<file path="src/rtl/rsq_pkg.sv">
package rsq_pkg;

    typedef enum logic [0:0] {
        SEQ_RUN  = 1'b0,
        SEQ_HOLD = 1'b1
    } seq_state_e;

    typedef struct packed {
        logic ds_n;
        logic as_n;
    } strobe_t;

    localparam strobe_t STROBE_IDLE = '{ds_n: 1'b1, as_n: 1'b1};

    function automatic int unsigned cnt_width(input int unsigned limit);
        return (limit < 2) ? 1 : $clog2(limit + 1);
    endfunction

endpackage

</file>
<file path="src/rtl/rsq_sync.sv">
module rsq_sync #(
    parameter int unsigned STAGES = 2
) (
    input  logic clk,
    input  logic rst,
    input  logic pin_n,
    output logic pin_s
);
    logic [STAGES-1:0] chain;

    always_ff @(posedge clk) begin
        if (rst) chain <= '1;
        else     chain <= {chain[STAGES-2:0], pin_n};
    end

    assign pin_s = chain[STAGES-1];
endmodule

</file>
<file path="src/rtl/rsq_filter.sv">
module rsq_filter #(
    parameter int unsigned FILTER_CLKS = 4
) (
    input  logic clk,
    input  logic rst,
    input  logic pin_s,
    output logic fire
);
    import rsq_pkg::*;
    localparam int unsigned FW = cnt_width(FILTER_CLKS);
    localparam logic [FW-1:0] FULL = FW'(FILTER_CLKS);

    logic [FW-1:0] low_run;

    always_ff @(posedge clk) begin
        if (rst || pin_s)      low_run <= '0;
        else if (low_run != FULL) low_run <= low_run + 1'b1;
    end

    // the sample after FILTER_CLKS consecutive lows is the latching one
    assign fire = !pin_s && (low_run == FULL);
endmodule

</file>
<file path="src/rtl/rsq_stretch.sv">
module rsq_stretch #(
    parameter int unsigned STRETCH_CLKS = 18
) (
    input  logic clk,
    input  logic rst,
    input  logic fire,
    input  logic pin_s,
    output logic hold,
    output logic hold_next,
    output logic done
);
    import rsq_pkg::*;
    localparam int unsigned SW = cnt_width(STRETCH_CLKS);
    localparam logic [SW-1:0] LAST = SW'(STRETCH_CLKS - 1);

    seq_state_e    state, state_d;
    logic [SW-1:0] cnt;
    logic          release_now;

    assign release_now = (state == SEQ_HOLD) && (cnt == LAST) && pin_s;

    always_comb begin
        state_d = state;
        unique case (state)
            SEQ_RUN:  if (fire)        state_d = SEQ_HOLD;
            SEQ_HOLD: if (release_now) state_d = SEQ_RUN;
            default:                   state_d = SEQ_RUN;
        endcase
    end

    always_ff @(posedge clk) begin
        if (rst) begin
            state <= SEQ_RUN;
            cnt   <= '0;
            done  <= 1'b0;
        end else begin
            state <= state_d;
            done  <= release_now;
            if (state == SEQ_RUN)  cnt <= '0;
            else if (cnt != LAST)  cnt <= cnt + 1'b1;
        end
    end

    assign hold      = (state == SEQ_HOLD);
    assign hold_next = (state_d == SEQ_HOLD);
endmodule

</file>
<file path="src/rtl/rsq_strobe.sv">
module rsq_strobe (
    input  logic             clk,
    input  logic             rst,
    input  logic             hold,
    input  logic             hold_next,
    output rsq_pkg::strobe_t strobe
);
    import rsq_pkg::*;

    always_ff @(posedge clk) begin
        if (rst || !hold_next) begin
            strobe <= STROBE_IDLE;
        end else begin
            strobe.ds_n <= 1'b0;
            strobe.as_n <= hold ? ~strobe.as_n : 1'b0;
        end
    end
endmodule

</file>
<file path="src/rtl/reset_sequencer.sv">
module reset_sequencer #(
    parameter int unsigned SYNC_STAGES  = 2,
    parameter int unsigned FILTER_CLKS  = 4,
    parameter int unsigned STRETCH_CLKS = 18,
    parameter int unsigned ADDR_W       = 16,
    parameter logic [ADDR_W-1:0] START_ADDR = ADDR_W'(16'h000C)
) (
    input  logic              clk,
    input  logic              rst,
    input  logic              ext_rst_n,
    output logic              rst_int,
    output logic              ds_n,
    output logic              as_n,
    output logic              pc_load,
    output logic [ADDR_W-1:0] start_addr
);
    import rsq_pkg::*;

    logic    pin_s;
    logic    fire;
    logic    hold, hold_next;
    strobe_t strobe;

    rsq_sync #(.STAGES(SYNC_STAGES)) u_sync (
        .clk(clk), .rst(rst), .pin_n(ext_rst_n), .pin_s(pin_s)
    );

    rsq_filter #(.FILTER_CLKS(FILTER_CLKS)) u_filter (
        .clk(clk), .rst(rst), .pin_s(pin_s), .fire(fire)
    );

    rsq_stretch #(.STRETCH_CLKS(STRETCH_CLKS)) u_stretch (
        .clk(clk), .rst(rst), .fire(fire), .pin_s(pin_s),
        .hold(hold), .hold_next(hold_next), .done(pc_load)
    );

    rsq_strobe u_strobe (
        .clk(clk), .rst(rst), .hold(hold), .hold_next(hold_next),
        .strobe(strobe)
    );

    assign rst_int    = hold;
    assign ds_n       = strobe.ds_n;
    assign as_n       = strobe.as_n;
    assign start_addr = START_ADDR;
endmodule

</file>
<file path="config.mk">
export PLATFORM = sky130hd
export DESIGN_NAME = reset_sequencer
export DESIGN_NICKNAME = d
export VERILOG_FILES = /design/src/rtl/rsq_pkg.sv /design/src/rtl/rsq_sync.sv /design/src/rtl/rsq_filter.sv /design/src/rtl/rsq_stretch.sv /design/src/rtl/rsq_strobe.sv /design/src/rtl/reset_sequencer.sv
export SDC_FILE = /design/constraint.sdc
export NUM_CORES = 1
export LEC_CHECK = 0
export BUFFER_PORTS_ARGS = -buffer_cell sky130_fd_sc_hd__buf_4
export CORE_MARGIN = 10
export CORE_UTILIZATION = 30
export DETAILED_ROUTE_END_ITERATION = 10
export GPL_TIMING_DRIVEN = 0
export MAX_ROUTING_LAYER = met4
export PLACE_DENSITY = 0.61
export SLEW_MARGIN = 20
export SYNTH_ARGS = -nofsm -noshare
export SYNTH_HDL_FRONTEND = slang
export SYNTH_HIERARCHICAL = 1
export SYNTH_SLANG_ARGS = --single-unit
</file>
<file path="constraint.sdc">
create_clock -name clk -period 2 [get_ports clk]
set_clock_uncertainty 0.2 [all_clocks]
set_input_delay 0.1 -clock clk [delete_from_list [all_inputs] [get_ports clk]]
set_output_delay 0.1 -clock clk [all_outputs]
set_load 0.05 [all_outputs]
</file>
== Word-level counts from Yosys, hierarchy flattened ==
Index checks and enable logic that the tools add are counted.

* Input bits: 3
* Logic and storage cells: 28
* Register bits after elaboration: 14

* Reductions and logical operators: 8
* $add $sub $neg: 2
* Eq/ne operators: 4
* Mux-type cells: 5
* Bitwise gates (word level): 2

{| class="wikitable"
|+ Operator list
! kind !! number
|-
| $add A5 B1 Y5 const B || 1
|-
| $eq A5 B5 Y1 const B || 1
|-
| $ne A5 B5 Y1 const B || 1
|-
| $add A3 B1 Y3 const B || 1
|-
| $eq A3 B3 Y1 const B || 1
|-
| $logic_and A1 B1 Y1 || 3
|-
| $mux W1 || 3
|-
| $ne A3 B3 Y1 const B || 1
|-
| $logic_not A1 Y1 || 2
|-
| $logic_or A1 B1 Y1 || 2
|-
| $mux W2 || 1
|-
| $not A1 Y1 || 2
|-
| $pmux W1 S2 || 1
|-
| $reduce_or A2 Y1 || 1
|}

== Longest topological paths before layout ==
Gate-level depths: netlist of the first run.

* Depth in word-level cells: 8
* Mapped depth: 8
* Gate-level depth less buffers: 8

== Cells and area by module ==
The synthesis of the first run kept the hierarchy.

{| class="wikitable"
|+ By module, submodules not included
! module !! times used !! area each (µm²) !! cells each
|-
| rsq_stretch || 1 || 362.8 || 34
|-
| rsq_filter || 1 || 168.9 || 18
|-
| reset_sequencer || 1 || 127.6 || 18
|-
| rsq_strobe || 1 || 65.1 || 5
|-
| rsq_sync || 1 || 52.6 || 4
|}

== Least setup slack after synthesis of the first run ==
OpenSTA, ideal clock, no wires.

* Path kind: register -> register
* Start: reg u_stretch.state, in the netlist u_stretch/hold
* End: reg u_strobe/strobe[0] (netlist name)
* Period minus slack after synthesis: 1.660 ns
* Buffers on the path: 1
* Setup slack: 0.340 ns
* Setup time: 0.114 ns
* Arrival: 1.347 ns
* Cell stages (with the launch flop): 6
* Cell sequence: dfxtp_1 -> buf_6 -> nor2_1 -> a31oi_1 -> nand2b_4 -> a21o_1

* Cells in the longest elaborated chain, start to end: 6
* Elaborated cells on any way between the ends: 8
* Classes of those cells: 3 x mux; 1 x bitwise; 4 x reduce/logical

{| class="wikitable"
|+ Ends and longest elaborated chain
! item !! RTL line !! text
|-
| start: declaration || rsq_stretch.sv:16 || <nowiki>seq_state_e state, state_d;</nowiki>
|-
| start signal: assignment || rsq_stretch.sv:37 || <nowiki>state <= state_d;</nowiki>
|-
| $logic_and A1 B1 Y1 (2 in series) || rsq_stretch.sv:20 || <nowiki>assign release_now = (state == SEQ_HOLD) && (cnt == LAST) && pin_s;</nowiki>
|-
| $mux W1 || rsq_stretch.sv:26 || <nowiki>SEQ_HOLD: if (release_now) state_d = SEQ_RUN;</nowiki>
|-
| $pmux W1 S2 * || rsq_stretch.sv:24 || <nowiki>unique case (state)</nowiki>
|-
| via hold_next || reset_sequencer.sv:21 || <nowiki>logic hold, hold_next;</nowiki>
|-
| $logic_not A1 Y1 * || rsq_strobe.sv:11 || <nowiki>if (rst || !hold_next) begin</nowiki>
|-
| $logic_or A1 B1 Y1 * || rsq_strobe.sv:11 ||
|}

Mark *: on every way through the listed nets, which the timed path passes. The rest lies on a longest branch.
A chain may end at the register's enable or synchronous reset.

== Final worst setup path of the first run ==
* Start: reg u_stretch.cnt[1]
* End: reg u_strobe/strobe[0] (netlist name)

* Cells in the longest elaborated chain, start to end: 7

{| class="wikitable"
|+ Ends and longest elaborated chain
! item !! RTL line !! text
|-
| start: declaration || rsq_stretch.sv:17 || <nowiki>logic [SW-1:0] cnt;</nowiki>
|-
| start signal: assignment || rsq_stretch.sv:40 || <nowiki>else if (cnt != LAST) cnt <= cnt + 1'b1;</nowiki>
|-
| $eq A5 B5 Y1 || rsq_stretch.sv:20 ||
|-
| $logic_and A1 B1 Y1 (2 in series) || rsq_stretch.sv:20 ||
|-
| $mux W1 || rsq_stretch.sv:26 ||
|-
| $pmux W1 S2 || rsq_stretch.sv:24 ||
|-
| via hold_next || reset_sequencer.sv:21 ||
|-
| $logic_not A1 Y1 || rsq_strobe.sv:11 ||
|-
| $logic_or A1 B1 Y1 || rsq_strobe.sv:11 ||
|}

The timed path passes the listed nets, and every way through them passes these cells.

==> results.yml, run 1 <==
run_status:
  status: "finished, final reports clean"
cts:
  cts-root-buf: "clkbuf_4"
  cts_tree: "done"
  cts.sinks: 14
  postCtsHoldBufs: 3
  cts_max_level: 1
  cts-buffers-inserted: 3
  cts_resized: 0
  clk_path_buf_depth: 2
  clk_pin_slew_ps: 80
  cts_setup_buffers: 0
  clk_latency_ps: 260
finish:
  fin_util_pct: 38.9
  syn_to_final_growth_pct: 24.2
  nets: 114
  final_common_cell: "buf_4"
  finalInstanceArea_um2: 965
  antennaDiodeCount: 0
  final_cell_mix: "buf_4 (23), conb_1 (16), dfxtp_1 (14)"
  drive_above_1_share_pct: 29.5
  finalNonFillerCells: 135
route:
  num_vias: 538
  ant_nets: 0
  drc_errors: 0
  drt_first_pass_iters: 3
  detail_route.wl_per_cell_um: 9.90
  post_drt_via_cell_ratio: 3.99
  drt_iter0_drc: 4
  wl_um: 1340
critical_path:
  rrSetupSlack_ps: 320
  worstPathArrival_ps: 1640
  ff2ff_path_depth: 7
  rr_startpoint: "u_stretch/cnt[1]"
  crit_fanout: 6
  crit_required_ps: 1960
  crit_type: "flip-flop to flip-flop"
  worstSetupStartpointType: "flip-flop"
  end_kind: "flip-flop"
  r2r-end: "u_strobe/strobe[0]"
sta:
  hold_violations: 0
  rsz0062_at_grt: "false"
  setup_viol: 0
  fmax_ghz: 0.596
  layout_setup_ws_ps: 321
  setup_tns_ps: 0
  fin_crit_sh_pct: 83.9
  finalMaxSlewViolations: 0
  hold_slack_ps: 214
  fin_crit_ps: 1680
global_route:
  gr-usage-met3_pct: 2.37
  met2_usage_pct: 9.10
  grt_use_met1_pct: 5.04
  antenna_found_initial: 0
  grt_max_degree: 11
  track_usage_pct: 5.26
  grt_pass1_wl_um: 2210
  grt_overflow_total: 0
  grt.busiest_layer: "met2"
  grt_pass1_vias: 507
min_path:
  hp-class: "flip-flop to flip-flop"
  whs_path_depth: 1
  min-delay-start: "u_sync/chain[0]"
  holdPathEnd: "u_sync/chain[1]"
logic_synthesis:
  synthTopCellsByArea: "dfxtp_1 (36%), buf_4 (16%), ha_1 (6.4%)"
  synth_area_um2: 777
  synth_top_area_share_pct: 36.1
  synth_cells: 79
  synth_cell_type_count: 27
  synth-seq-area-share_pct: 36.1
  synth_area_per_cell_um2: 9.84
  yosys_warnings: 6
  synth_seq_cells: 14
  yosysTopAreaCell: "dfxtp_1"
floorplan:
  start_util_pct: 31.4
  coreArea_um2: 2480
  die-width_um: 70.9
  core.rowCount: 18
  die_area_um2: 5030
  dieHeight_um: 70.9
  io_pins: 23
run:
  cap_violations: 0
placement:
  place.gp.congestion: 0.723
  placed_area_um2: 912
  portBuffers: 6
  dpl_worst_slack_ps: 339
  place_inst: 129
  dp_hpwl_um: 1080
power_and_ir_drop:
  peakVddDrop_mv: 0.477
  leakagePower_nw: 0.443
  p_total_uw: 542
  p_per_area_nw_per_um2: 562
[how the worst max path moves through the flow]
| stage | start | end | slack (ps) | cells past startpoint |
|---|---|---|---|---|
| floorplan | u_stretch/hold | u_strobe/strobe[0] | 340 | 5 |
| global placement | u_stretch/cnt[1] | u_strobe/strobe[0] | 350 | 7 |
| detailed placement | u_stretch/cnt[1] | u_strobe/strobe[0] | 340 | 7 |
| CTS | u_stretch/cnt[1] | u_strobe/strobe[0] | 320 | 7 |
| global route | u_filter/low_run[0] | u_strobe/strobe[0] | 220 | 8 |
| finish | u_stretch/cnt[1] | u_strobe/strobe[0] | 320 | 7 |
[cells in the mapped netlist]
library cell / count
nand2_1: 1
a311oi_1: 1
or2_1: 2
nor4_2: 1
conb_1: 2
nand3_1: 4
and3b_1: 1
buf_4: 17
nand2b_4: 1
a21bo_2: 1
a21o_1: 1
and4b_1: 1
buf_6: 1
xnor2_1: 1
nor4bb_1: 1
clkbuf_1: 1
a211oi_1: 2
dfxtp_1: 14
nor4b_1: 1
nor2_1: 3
a21o_2: 1
inv_1: 4
mux2i_1: 4
a31oi_1: 1
nand3b_1: 4
ha_1: 4
or3b_1: 4
[state kept, by name, indices dropped and copies added (netlist names)]
register          cells
u_stretch/hold        1
u_stretch/done        1
u_stretch/cnt         5
u_strobe/strobe       2
u_sync/chain          2
u_filter/low_run      3
[kinds of logic after synthesis]
logic type / synth area share, %
and+or+nand+nor: 22.7
buffers and inverters: 20.3
DFF: 36.1
AOI/OAI and AO/OA: 7.25
adders and majority gates: 6.44
muxes: 5.15
other: 0.967
xor gates and xnor gates: 1.13
[report_power, final]
group | internal [mW] | switching, mW
Clock | 0.0695 | 0.0784
Sequential | 0.281 | 0.00250
Combinational | 0.0332 | 0.0774
Total | 0.384 | 0.158
[final cells by class]
class	instances	area, um^2
clock buffer	3	22.5
multi-input combinational	56	392
sequential	14	280
fill	259	1510
inverter	4	15.0
buffer	19	143
timing repair buffer	9	75.1
tap	30	37.5
[metal layers]
layer | part of all wire (%) | vias to the layer above
li1 | - | 289
met1 | 41 | 238
met2 | 52 | 9
met3 | 6.6 | 2
met4 | 0.30 | 0
met5 | 0 | -
[critical path: stages (launching register included)]
cell      delay [ps]
dfxtp_1          380
inv_1             60
ha_1             170
nor4bb_1         120
buf_4            160
a31oi_1          260
nand2b_4          70
a21o_1           150
Power figures use the tool's default switching activity.
==> run 2: changes to the inputs <==
clock period = 1.7 ns   (was 2 ns; I/O delays follow)
==> run 2 against run 1 <==
Maximum frequency is 4.2% higher. Via count is 1.3% higher. Non-clock buffer count stayed put. Count of clock-buffer cells in the layout is the same. Core utilization grew 0.71 points. Global-route usage unchanged. Critical endpoint unchanged. Critical path type unchanged.
==> results.yml, run 2 (synthesized netlist as in run 1, its figures left out) <==
sta:
  rsz0062_at_grt: "false"
  fmax_ghz: 0.621
  setup_tns_ps: 0
  setup_viol: 0
  fin_crit_sh_pct: 94.8
  fin_crit_ps: 1610
  hold_violations: 0
  finalMaxSlewViolations: 0
run:
  cap_violations: 0
cts:
  cts_setup_buffers: 0
  cts_max_level: 1
  clk_latency_ps: 270
  clk_pin_slew_ps: 80
  cts.sinks: 14
  cts-buffers-inserted: 3
  cts_tree: "done"
  clk_path_buf_depth: 2
  cts-root-buf: "clkbuf_4"
floorplan:
  dieHeight_um: 70.9
  die_area_um2: 5030
  core.rowCount: 18
  coreArea_um2: 2480
  start_util_pct: 31.4
  io_pins: 23
  die-width_um: 70.9
finish:
  area.sequential_um2: 280
  drive_above_1_share_pct: 31.4
  top_regs: "u_stretch/cnt x5, u_filter/low_run x3"
  nFillCells: 258
  top_register: "u_stretch/cnt"
  multiInputGateArea_um2: 409
  nets: 114
  largest_reg_flops: 5
  final_cell_mix: "buf_4 (23), conb_1 (16), dfxtp_1 (14)"
  antennaDiodeCount: 0
  final_common_cell: "buf_4"
  syn_to_final_growth_pct: 26.4
route:
  ant_nets: 0
  num_vias: 545
  drt_first_pass_iters: 2
  wl_um: 1350
  dr_wl_met2_um: 709
  wl_met3_um: 88
  wl_met1_um: 551
  post_drt_via_cell_ratio: 4.04
  drt_iter0_drc: 6
  detail_route.wl_per_cell_um: 10.0
  drc_errors: 0
  topRoutingLayerUsed: "met4"
placement:
  portBuffers: 6
  place.gp.congestion: 0.723
  dp_hpwl_um: 1080
global_route:
  grt_pass1_wl_um: 2210
  grt_pass1_vias: 507
  track_usage_pct: 5.26
  grt_overflow_total: 0
  grt_max_degree: 11
  antenna_found_initial: 0
power_and_ir_drop:
  seqPwrFrac_pct: 52.2
  swShare_pct: 29.4
  internal_power_uw: 452
  p_per_area_nw_per_um2: 651
  p_total_uw: 640
  power_frac_comb_pct: 20.4
  clock_power_share_pct: 27.4
  leakagePower_nw: 0.442
  switchingPower_uw: 188
  peakVddDrop_mv: 0.562
critical_path:
  crit_fanout: 6
  crit_required_ps: 1660
  worstSetupStartpointType: "flip-flop"
  crit_type: "flip-flop to flip-flop"
  worstPathArrival_ps: 1570
  end_kind: "flip-flop"
run_status:
  status: "finished, final reports clean"
min_path:
  hp-class: "flip-flop to flip-flop"
[run 2: cell counts in the layout (fill, tap and decap cells not counted)]
No cell type changed its count.
[run 2: power groups by stage]
stage	sequential (mW)	clock, mW	combinational (mW)
2_1_floorplan	0.340	0	0.115
3_3_place_gp	0.341	0	0.122
3_5_place_dp	0.341	0	0.122
4_1_cts	0.334	0.186	0.128
5_1_grt	0.334	0.203	0.136
6_report	0.334	0.175	0.130
[run 2: final timing paths]
| check | start | to | slack, ps | cells past startpoint |
|---|---|---|---|---|
| worst max-delay path | u_stretch/cnt[1] | u_strobe/strobe[0] | 90 | 7 |
| worst min-delay path | u_sync/chain[0] | u_sync/chain[1] | 220 | 1 |
| worst max register to register | u_stretch/cnt[1] | u_strobe/strobe[0] | 90 | 7 |
| worst min register to register | u_sync/chain[0] | u_sync/chain[1] | 220 | 1 |
[run 2: layout make-up]
cell class | count | area share (%)
multi-input combinational | 56 | 41.7
sequential | 14 | 28.5
buffer | 19 | 14.5
timing repair buffer | 9 | 7.64
tap | 30 | 3.82
clock buffer | 3 | 2.29
inverter | 4 | 1.53
[run 2: critical path, stage by stage, from the launching register on]
cell and delay [ps]:
dfxtp_1 380, inv_1 60, ha_1 170, nor4bb_1 120
buf_4 170, a31oi_4 200, nand2b_4 60, a21o_1 150
[run 2: timing repair]
item,CTS,global route
resized for setup,0,3
hold buffers,3,0
hold endpoints to repair,8,0
setup endpoints to repair,0,1
[run 2: stage by stage]
stage | instances | hold WS, ps | utilization, % | instance area [um^2] | setup slack (ps)
after floorplan | 93 | -42.2 | - | 830 | 39.5
after global placement | 129 | 71.2 | 36.8 | 912 | 50.2
after detailed placement | 129 | 78.5 | 36.8 | 912 | 39.1
after CTS | 135 | 223 | 38.9 | 965 | 16.9
after global routing | 135 | 245 | 39.6 | 982 | 20.8
final | 135 | 217 | 39.6 | 982 | 89.1
[run 2: routing by layer]
layer,track usage [%],vias up
met5,-,-
met4,1.94,0
met3,2.37,2
met2,9.10,9
met1,5.04,243
li1,-,291
==> run 3: changes to the inputs <==
CORE_ASPECT_RATIO = 0.8   (was default)
==> run 3 against run 2 <==
Worst setup slack better by 17 ps. Critical path type unchanged. Sequential cell count stayed put. Global-route usage is 1.0 points higher. Via count is 1.3% lower. Largest power group unchanged. Highest routed layer unchanged. Wire length is 2.0% higher. Critical path depth stayed put. Final cell count is 5.2% higher. Final area is 1.4% higher.
==> results.yml, run 3 (synthesized netlist as in run 1, its figures left out) <==
run_status:
  status: "finished, final reports clean"
route:
  detail_route.wl_per_cell_um: 9.73
  wl_um: 1380
  drt_first_pass_iters: 2
  post_drt_via_cell_ratio: 3.79
  num_vias: 538
  ant_nets: 0
  drt_iter0_drc: 1
  drc_errors: 0
finish:
  nFillCells: 248
  nets: 114
  area.sequential_um2: 282
  finalNonFillerCells: 142
  drive_above_1_share_pct: 33.0
  multiInputGateArea_um2: 400
  final_common_cell: "buf_4"
  largest_reg_flops: 5
  syn_to_final_growth_pct: 28.2
  top_regs: "u_stretch/cnt x5, u_filter/low_run x3"
  final_cell_mix: "buf_4 (23), conb_1 (16), dfxtp_1 (13)"
  top_register: "u_stretch/cnt"
  antennaDiodeCount: 0
power_and_ir_drop:
  p_per_area_nw_per_um2: 704
  p_total_uw: 701
  peakVddDrop_mv: 0.555
  leakagePower_nw: 0.450
sta:
  fmax_ghz: 0.628
  rsz0062_at_grt: "false"
  finalMaxSlewViolations: 0
  setup_tns_ps: 0
  setup_viol: 0
  hold_violations: 0
  fin_crit_sh_pct: 93.7
  fin_crit_ps: 1590
floorplan:
  io_pins: 23
  dieHeight_um: 65.5
  coreArea_um2: 2460
  core.rowCount: 16
  die_area_um2: 5040
  die-width_um: 76.9
  start_util_pct: 31.6
placement:
  place.gp.congestion: 0.706
  dp_hpwl_um: 1080
  portBuffers: 6
  place_inst: 135
critical_path:
  slowest_delay_ps: 360
  crit_fanout: 6
  worstPathArrival_ps: 1580
  crit_family: "compound AO/OA/AOI/OAI gates"
  crit_chain: "inv_1, ha_1, nor4bb_1, buf_4, a31oi_2, nand2b_4, a21o_1"
  rrSetupSlack_ps: 110
  crit_type: "flip-flop to flip-flop"
  worstSetupStartpointType: "flip-flop"
  crit_required_ps: 1690
  end_kind: "flip-flop"
  slowest_stage: "dfxtp_2"
  cp_num_buf_inv: 2
cts:
  cts_setup_buffers: 0
  clk_pin_slew_ps: 90
  cts-root-buf: "clkbuf_4"
  cts-buffers-inserted: 3
  clk_path_buf_depth: 2
  cts.sinks: 14
  cts_max_level: 1
  clk_latency_ps: 280
  cts_tree: "done"
min_path:
  hp-class: "flip-flop to flip-flop"
global_route:
  grt_pass1_wl_um: 2440
  grt_pass1_vias: 529
  grt_overflow_total: 0
  track_usage_pct: 6.25
  grt_max_degree: 11
  antenna_found_initial: 0
run:
  cap_violations: 0
## run 3: report_power, final
part           switching (mW)  internal, mW
logic                  0.0913        0.0394
clock network           0.107         0.130
registers             0.00295         0.330
## run 3: metrics by stage
step                      instance area [um^2]  hold slack (ps)  worst slack, ps  util [%]
after floorplan                            830            -42.2             39.5         -
after global routing                       996              229             26.0      40.4
after CTS                                  986              216             17.0      40.0
after detailed placement                   920             77.7             34.5      37.3
final                                      996              218              107      40.4
after global placement                     920             71.7             64.3      37.3
## run 3: layout make-up
type                       instances  area share, %
sequential                        14           28.3
clock buffer                       4           3.64
multi-input combinational         56           40.2
inverter                           4           1.51
buffer                            19           14.3
tap                               36           4.52
timing repair buffer               9           7.54
## run 3: what timing repair did
item	in CTS	in global routing
hold buffers	3	0
setup endpoints to repair	0	1
gates resized for setup	0	3
hold endpoints to repair	8	0
## run 3: final timing paths
kind | from | cells past startpoint | to
setup / recovery | u_stretch/cnt[1] | 7 | u_strobe/strobe[0]
hold / removal | u_sync/chain[0] | 1 | u_sync/chain[1]
setup reg to reg | u_stretch/cnt[1] | 7 | u_strobe/strobe[0]
hold reg to reg | u_sync/chain[0] | 1 | u_sync/chain[1]
## run 3: worst reg2reg max path, cell delays in order, from the launching register on
cell	delay (ps)
dfxtp_2	360
inv_1	50
ha_1	160
nor4bb_1	120
buf_4	160
a31oi_2	230
nand2b_4	70
a21o_1	150
## run 3: layer usage
layer  GRT usage, %  routed length, um  vias up
met4           4.17                 37        0
li1               -                  -      290
met1           6.91                700      223
met2           8.72                551       21
met3           3.13                 92        4
met5              -                  0        -
